$ cat config.mk
export PLATFORM = sky130hd
export DESIGN_NAME = excf_ctrl
export DESIGN_NICKNAME = d
export VERILOG_FILES = /design/src/rtl/excf_pkg.sv /design/src/rtl/excf_arbiter.sv /design/src/rtl/excf_front.sv /design/src/rtl/excf_tail.sv /design/src/rtl/excf_ctrl.sv
export SDC_FILE = /design/constraint.sdc
export NUM_CORES = 1
export LEC_CHECK = 0
export ABC_CLOCK_PERIOD_IN_PS = 3300
export BUFFER_PORTS_ARGS = -buffer_cell sky130_fd_sc_hd__buf_2
export CORE_UTILIZATION = 52
export CTS_BUF_LIST = sky130_fd_sc_hd__clkbuf_8
export DETAILED_ROUTE_END_ITERATION = 8
export PLACE_DENSITY = 0.95
export SYNTH_ARGS = -nofsm -noshare
export SYNTH_HDL_FRONTEND = slang
export SYNTH_HIERARCHICAL = 1
export SYNTH_SLANG_ARGS = --single-unit
$ cat constraint.sdc
create_clock -name clk -period 3.3 [get_ports clk]
set_input_delay 0.33 -clock clk [delete_from_list [all_inputs] [get_ports clk]]
set_output_delay 0.33 -clock clk [all_outputs]
set_load 0.03 [all_outputs]
$ cat src/rtl/excf_pkg.sv
package excf_pkg;
  typedef enum logic [1:0] {
    CAUSE_NONE  = 2'b00,
    CAUSE_UNDEF = 2'b01,
    CAUSE_OVF   = 2'b10
  } cause_e;
endpackage

$ cat src/rtl/excf_arbiter.sv
module excf_arbiter
  import excf_pkg::*;
#(
  parameter int PC_W = 32
) (
  input  logic            id_v,
  input  logic            id_undef,
  input  logic [PC_W-1:0] id_pc,
  input  logic            ex_v,
  input  logic            ex_ovf,
  input  logic [PC_W-1:0] ex_pc,
  output logic            take,
  output logic            from_ex,
  output logic [PC_W-1:0] epc,
  output cause_e          cause
);
  logic id_hit;

  // the older instruction (execute) has priority
  always_comb begin
    from_ex = ex_v & ex_ovf;
    id_hit  = id_v & id_undef & ~from_ex;
    take    = from_ex | id_hit;
    if (from_ex) begin
      epc   = ex_pc;
      cause = CAUSE_OVF;
    end else if (id_hit) begin
      epc   = id_pc;
      cause = CAUSE_UNDEF;
    end else begin
      epc   = '0;
      cause = CAUSE_NONE;
    end
  end
endmodule

$ cat src/rtl/excf_front.sv
module excf_front #(
  parameter int PC_W = 32
) (
  input  logic            clk,
  input  logic            rst_n,
  input  logic            stall,
  input  logic            take,
  input  logic            if_valid,
  input  logic [PC_W-1:0] if_pc,
  output logic            id_v,
  output logic [PC_W-1:0] id_pc,
  output logic            ex_v,
  output logic [PC_W-1:0] ex_pc
);
  logic hold;

  always_comb hold = stall & ~take;

  always_ff @(posedge clk or negedge rst_n) begin
    if (!rst_n) begin
      id_v  <= 1'b0;
      id_pc <= '0;
      ex_v  <= 1'b0;
      ex_pc <= '0;
    end else begin
      ex_v  <= id_v & ~take & ~hold;
      ex_pc <= id_pc;
      if (take) begin
        id_v  <= 1'b0;
        id_pc <= if_pc;
      end else if (!hold) begin
        id_v  <= if_valid;
        id_pc <= if_pc;
      end
    end
  end
endmodule

$ cat src/rtl/excf_tail.sv
module excf_tail #(
  parameter int PC_W  = 32,
  parameter int DEPTH = 2
) (
  input  logic                       clk,
  input  logic                       rst_n,
  input  logic                       in_v,
  input  logic [PC_W-1:0]            in_pc,
  output logic [DEPTH-1:0]           v_q,
  output logic [DEPTH-1:0][PC_W-1:0] pc_q
);
  for (genvar s = 0; s < DEPTH; s++) begin : g_stage
    logic            src_v;
    logic [PC_W-1:0] src_pc;
    if (s == 0) begin : g_head
      always_comb begin
        src_v  = in_v;
        src_pc = in_pc;
      end
    end else begin : g_link
      always_comb begin
        src_v  = v_q[s-1];
        src_pc = pc_q[s-1];
      end
    end
    always_ff @(posedge clk or negedge rst_n) begin
      if (!rst_n) begin
        v_q[s]  <= 1'b0;
        pc_q[s] <= '0;
      end else begin
        v_q[s]  <= src_v;
        pc_q[s] <= src_pc;
      end
    end
  end
endmodule

$ cat src/rtl/excf_ctrl.sv
module excf_ctrl
  import excf_pkg::*;
#(
  parameter int PC_W       = 32,
  parameter int TAIL_DEPTH = 2
) (
  input  logic            clk,
  input  logic            rst_n,
  input  logic            if_valid_i,
  input  logic [PC_W-1:0] if_pc_i,
  input  logic            stall_i,
  input  logic            id_undef_i,
  input  logic            ex_ovf_i,
  output logic            flush_if_o,
  output logic            flush_id_o,
  output logic            flush_ex_o,
  output logic            wr_kill_o,
  output logic            pc_sel_handler_o,
  output logic            take_exc_o,
  output logic [PC_W-1:0] epc_o,
  output logic [1:0]      cause_o,
  output logic            id_valid_o,
  output logic [PC_W-1:0] id_pc_o,
  output logic            ex_valid_o,
  output logic [PC_W-1:0] ex_pc_o,
  output logic            mem_valid_o,
  output logic [PC_W-1:0] mem_pc_o,
  output logic            wb_valid_o,
  output logic [PC_W-1:0] wb_pc_o
);
  localparam int LAST = TAIL_DEPTH - 1;

  logic                            take, from_ex;
  logic [PC_W-1:0]                 epc;
  cause_e                          cause;
  logic                            id_v, ex_v;
  logic [PC_W-1:0]                 id_pc, ex_pc;
  logic [TAIL_DEPTH-1:0]           tail_v;
  logic [TAIL_DEPTH-1:0][PC_W-1:0] tail_pc;

  excf_arbiter #(.PC_W(PC_W)) u_arb (
    .id_v(id_v), .id_undef(id_undef_i), .id_pc(id_pc),
    .ex_v(ex_v), .ex_ovf(ex_ovf_i), .ex_pc(ex_pc),
    .take(take), .from_ex(from_ex), .epc(epc), .cause(cause)
  );

  excf_front #(.PC_W(PC_W)) u_front (
    .clk(clk), .rst_n(rst_n), .stall(stall_i), .take(take),
    .if_valid(if_valid_i), .if_pc(if_pc_i),
    .id_v(id_v), .id_pc(id_pc), .ex_v(ex_v), .ex_pc(ex_pc)
  );

  // a faulting execute instruction enters the tail as a nop
  excf_tail #(.PC_W(PC_W), .DEPTH(TAIL_DEPTH)) u_tail (
    .clk(clk), .rst_n(rst_n),
    .in_v(ex_v & ~from_ex), .in_pc(ex_pc),
    .v_q(tail_v), .pc_q(tail_pc)
  );

  always_comb begin
    flush_if_o       = take;
    flush_id_o       = take;
    flush_ex_o       = from_ex;
    wr_kill_o        = from_ex;
    pc_sel_handler_o = take;
    take_exc_o       = take;
    epc_o            = epc;
    cause_o          = cause;
    id_valid_o       = id_v;
    id_pc_o          = id_pc;
    ex_valid_o       = ex_v;
    ex_pc_o          = ex_pc;
    mem_valid_o      = tail_v[0];
    mem_pc_o         = tail_pc[0];
    wb_valid_o       = tail_v[LAST];
    wb_pc_o          = tail_pc[LAST];
  end
endmodule

After elaboration in Yosys (flattened, before gate mapping)
Cells that the tools add are included.
- bits in registers: 132
- input port bits: 38
- equal/unequal tests: 1
- multiplexer cells: 8
- bitwise logic cells: 11
- operator list (kind ; number):
    two-way mux 32 bit ; 4
    bitwise AND 1 bit ; 7
    two-way mux 1 bit ; 3
    inverter 1 bit ; 3
    two-way mux 2 bit ; 1
    inequality test 2 x 1 -> 1 bit, second input constant ; 1
    bitwise OR 1 bit ; 1

Depth between registers and ports, before layout
- depth in word-level cells: 8
- depth in mapped cells: 8
- gate-level depth less buffers: 4

Cells and area by module
The synthesis kept the hierarchy.
- modules (own cells, without submodules) (module ; times used ; cells each ; area each (sq um) ; sequential area each (sq um)):
    excf_front ; 1 ; 106 ; 2223.4 ; 1651.6
    excf_tail ; 1 ; 67 ; 1659.1 ; 1651.6
    excf_arbiter ; 1 ; 121 ; 734.5 ; 0.0
    excf_ctrl ; 1 ; 5 ; 43.8 ; 0.0

Worst setup path before layout
Ideal clock, no wire load.
- path type: reg-to-reg
- from: reg u_front.ex_v
- to: reg u_front.id_pc[10]
- library setup time: 125 ps
- arrival: 2095 ps
- required time: 3175 ps
- path slack: 1080 ps
- cell stages (with the launch flop): 9
- period minus slack after synthesis: 2220 ps
- path through: dfrtp_1 > buf_6 > and2_4 > buf_6 > nand2b_1 > nand2b_1 > buf_6 > buf_12 > mux2_4
- word-level cells in the longest chain between the ends: 7
- elaborated cells between the ends (all ways): 8
- classes of those cells: eq/ne (1); mux (1); bitwise (6)
- ends and longest elaborated chain (element ; line ; text):
    from (decl) ; excf_front.sv:12 ; output logic ex_v,
    from (signal assigned) ; excf_front.sv:26 ; ex_v <= id_v & ~take & ~hold;
    bitwise AND 1 bit * ; excf_arbiter.sv:21 ; from_ex = ex_v & ex_ovf;
    inverter 1 bit ; excf_arbiter.sv:22 ; id_hit = id_v & id_undef & ~from_ex;
    bitwise AND 1 bit ; excf_arbiter.sv:22 ;
    bitwise OR 1 bit * ; excf_arbiter.sv:23 ; take = from_ex | id_hit;
    named net flush_id_o ; excf_ctrl.sv:15 ; output logic flush_id_o,
    inverter 1 bit ; excf_front.sv:17 ; always_comb hold = stall & ~take;
    bitwise AND 1 bit ; excf_front.sv:17 ;
    inequality test 2 x 1 -> 1 bit (no source line) ; n/a ;
    to (signal assigned) ; excf_front.sv:30 ; id_pc <= if_pc;
    to (signal assigned) ; excf_front.sv:33 ; id_pc <= if_pc;
    to (decl) ; excf_front.sv:11 ; output logic [PC_W-1:0] id_pc,
The timed path passes the listed nets; every way through them passes the cells marked *.
A chain may end at the register's enable or synchronous reset.

Final worst setup path
- from: reg u_front.ex_v
- to: out epc_o[23]
- word-level cells in the longest chain between the ends: 5
- ends and longest elaborated chain (element ; line ; text):
    bitwise AND 1 bit * ; excf_arbiter.sv:21 ;
    inverter 1 bit ; excf_arbiter.sv:22 ;
    bitwise AND 1 bit ; excf_arbiter.sv:22 ;
    two-way mux 32 bit ; excf_arbiter.sv:27 ; end else if (id_hit) begin
    two-way mux 32 bit * ; excf_arbiter.sv:24 ; if (from_ex) begin
    to (decl) ; excf_ctrl.sv:20 ; output logic [PC_W-1:0] epc_o,
Every way passes the cells marked *; elsewhere a longest branch is shown, timed or not.

==> impl_metrics.ini <==
[critical_path]
reg2reg_slack_ns = 1.44
arrival_ns = 1.78
worstPathRequired_ns = 2.97
crit_fanout = 37
end_kind = output port
r2r_cells = 5
crit_type = register to output port
r2r_end = u_front/id_pc[0]
crit_path_end = epc_o[23]
startpoint_type = register
timing.rr.start = u_front/ex_v
startpoint = u_front/ex_v

[sta]
slew_violations = 0
fmax_ghz = 0.473
finalCritPeriodShare = 0.641
grt_setup_unrepaired = false
period_minus_slack_ns = 2.11
hold_viol = 0
fin_skew_ns = 0.00913
tns_ns = 0
slew_headroom = 0.395
tightest_slew_ns = 0.907
setup_violations = 0

[floorplanning]
chipHeight_um = 96.7
fp.dieArea_sq_um = 9350
fp.coreArea_sq_um = 8680
die-width_um = 96.7
rows = 34
start_util = 0.537
ios = 210

[drt]
drc = 0
wl_per_cell_um = 18.5
first_pass_iters = 4
drt-initial-drc-count = 157
num_vias = 3323
drt.antenna.violating_nets = 0
totalWireLength_mm = 11.6
avgViaCountPerCell = 5.31

[status]
run_status = finished, final reports clean

[synth]
synth_area_per_cell_sq_um = 15.6
synth_common_cells = dfrtp_1 (132), nand3_1 (64), mux2_4 (30), o21ai_2 (28), clkbuf_1 (10)
yosysMostFrequentCell = dfrtp_1
ys_seq_area_frac = 0.709
synth_cells = 299
synth_edf_count = 0
yosysTopAreaCell = dfrtp_1
synth-main-ff-cell = dfrtp_1
yosys-top-cells-area = dfrtp_1 (71%), mux2_4 (9.7%), nand3_1 (6.9%), o21ai_2 (5.3%), buf_6 (1.4%)
synth_warnings = 6
syn_area_sq_um = 4660
ys_ff_latch = 132
synth_cell_types = 18
async_reset_ff_frac = 1.00
synth.top_cell.area_share = 0.709
syn_nets = 337

[power]
leakagePower_nw = 3.13
ir_drop_v = 0.000475
power-per-cell-area_nw_per_um2 = 737

[clocking]
cts.hold.buffers_added = 0
cts_tree = done
worstSkewPairLatency_ns = 0.42
cts_resized = 0
cts_root_buf = clkbuf_8
numClockSinks = 132
h-tree-depth = 4
clk_path_buf_depth = 2
clkSlewWorstSetupHoldPaths_ns = 0.08
numCtsBuffers = 17
cts_setup_buffers = 0

[global_routing]
antenna_found_initial = 1
grt_usage = 0.258
grt_first_pass_wirelength_mm = 18.3
grt_pass1_vias = 3358
grt_max_degree = 73
overflow = 0

[cells_and_area]
fill_cells = 659
stdcell_count = 626
area_growth_pct = 30.3
drive_gt1_frac = 0.598
nets = 542

[min_path]
hold_path_class = input pin to asynchronous set/reset pin

[place]
port_buffers = 209
place_inst = 593
hpwl_mm = 7.86
place_congestion = 0.826

[flow_run]
maxCapViolations = 0
## cell usage in the layout, fill, tap and decap left out, drive strengths merged
cell / n
buf: 216
dfrtp: 132
nand3: 64
mux2: 32
o21ai: 32
clkbuf: 19
clkinv: 6
inv: 4
bufinv: 2
nor2: 2
nand2b: 2
diode: 1
nor2b: 1
clkinvlp: 1
and2: 1
nand2: 1
nor3b: 1
mux2i: 1
## power by group
group / switching, W / internal, W
Sequential: 0.000157 / 0.00183
Combinational: 0.000829 / 0.000325
Clock: 0.000620 / 0.000711
## final cells by class
type	count	area, sq um	area share
well taps	108	135	0.0222
flip-flops and latches	132	3300	0.544
multi-input cells	137	1120	0.185
clock inverters	13	134	0.0220
clock buffers	19	262	0.0430
repair buffers	216	1110	0.183
diodes	1	2.50	0.000412
## critical path, cell delays in order, from the launching register on
cell	delay [ns]
dfrtp_1	0.35
and2_4	0.14
buf_4	0.49
o21ai_2	0.14
buf_2	0.20
## worst min path at each step
stage / start / endpoint / slack (ns) / cells after the start
finish: rst_n / u_tail/g_stage[1].src_pc[14] / 0.02 / 1
global route: rst_n / u_tail/pc_q[46] / 0.09 / 1
CTS: rst_n / u_tail/g_stage[1].src_pc[14] / 0.04 / 1
detailed placement: u_tail/g_stage[1].src_pc[15] / u_tail/pc_q[47] / 0.36 / 0
global placement: u_tail/g_stage[1].src_pc[5] / u_tail/pc_q[37] / 0.35 / 0
floorplan: rst_n / u_front/ex_pc[0] / 0.03 / 0
## registers in the layout, summed over array words and instances (netlist names)
signal,count
u_tail/g_stage.src_v,1
u_front/ex_pc,32
u_tail/pc_q,32
u_tail/g_stage.src_pc,32
u_front/id_pc,32
u_front/ex_v,1
u_front/id_v,1
u_tail/v_q,1
## stage by stage
step / hold slack [ns] / util / power [W] / instance area, sq um / setup WS, ns
2_1_floorplan: 0.0344 / - / 0.00279 / 4660 / 1.08
3_3_place_gp: 0.352 / 0.654 / 0.00314 / 5680 / 1.12
3_5_place_dp: 0.356 / 0.654 / 0.00318 / 5680 / 1.05
4_1_cts: 0.0405 / 0.700 / 0.00451 / 6070 / 1.13
5_1_grt: 0.0869 / 0.700 / 0.00464 / 6070 / 1.08
6_report: 0.0186 / 0.700 / 0.00447 / 6070 / 1.19
## cells by family after synthesis
kind of cell / synth area share
mux: 0.104
buf+inv: 0.0505
simple gates: 0.0803
flops: 0.709
compound gates: 0.0569
## routing by layer
metal  routed length [um]  track usage  up-vias
met4                  241        0.117        0
li1                     -            -     1441
met3                  673       0.0578       16
met2                 6140        0.430      170
met1                 4510        0.322     1696
met5                    0            0        -
(Power assumes the default switching activity.)
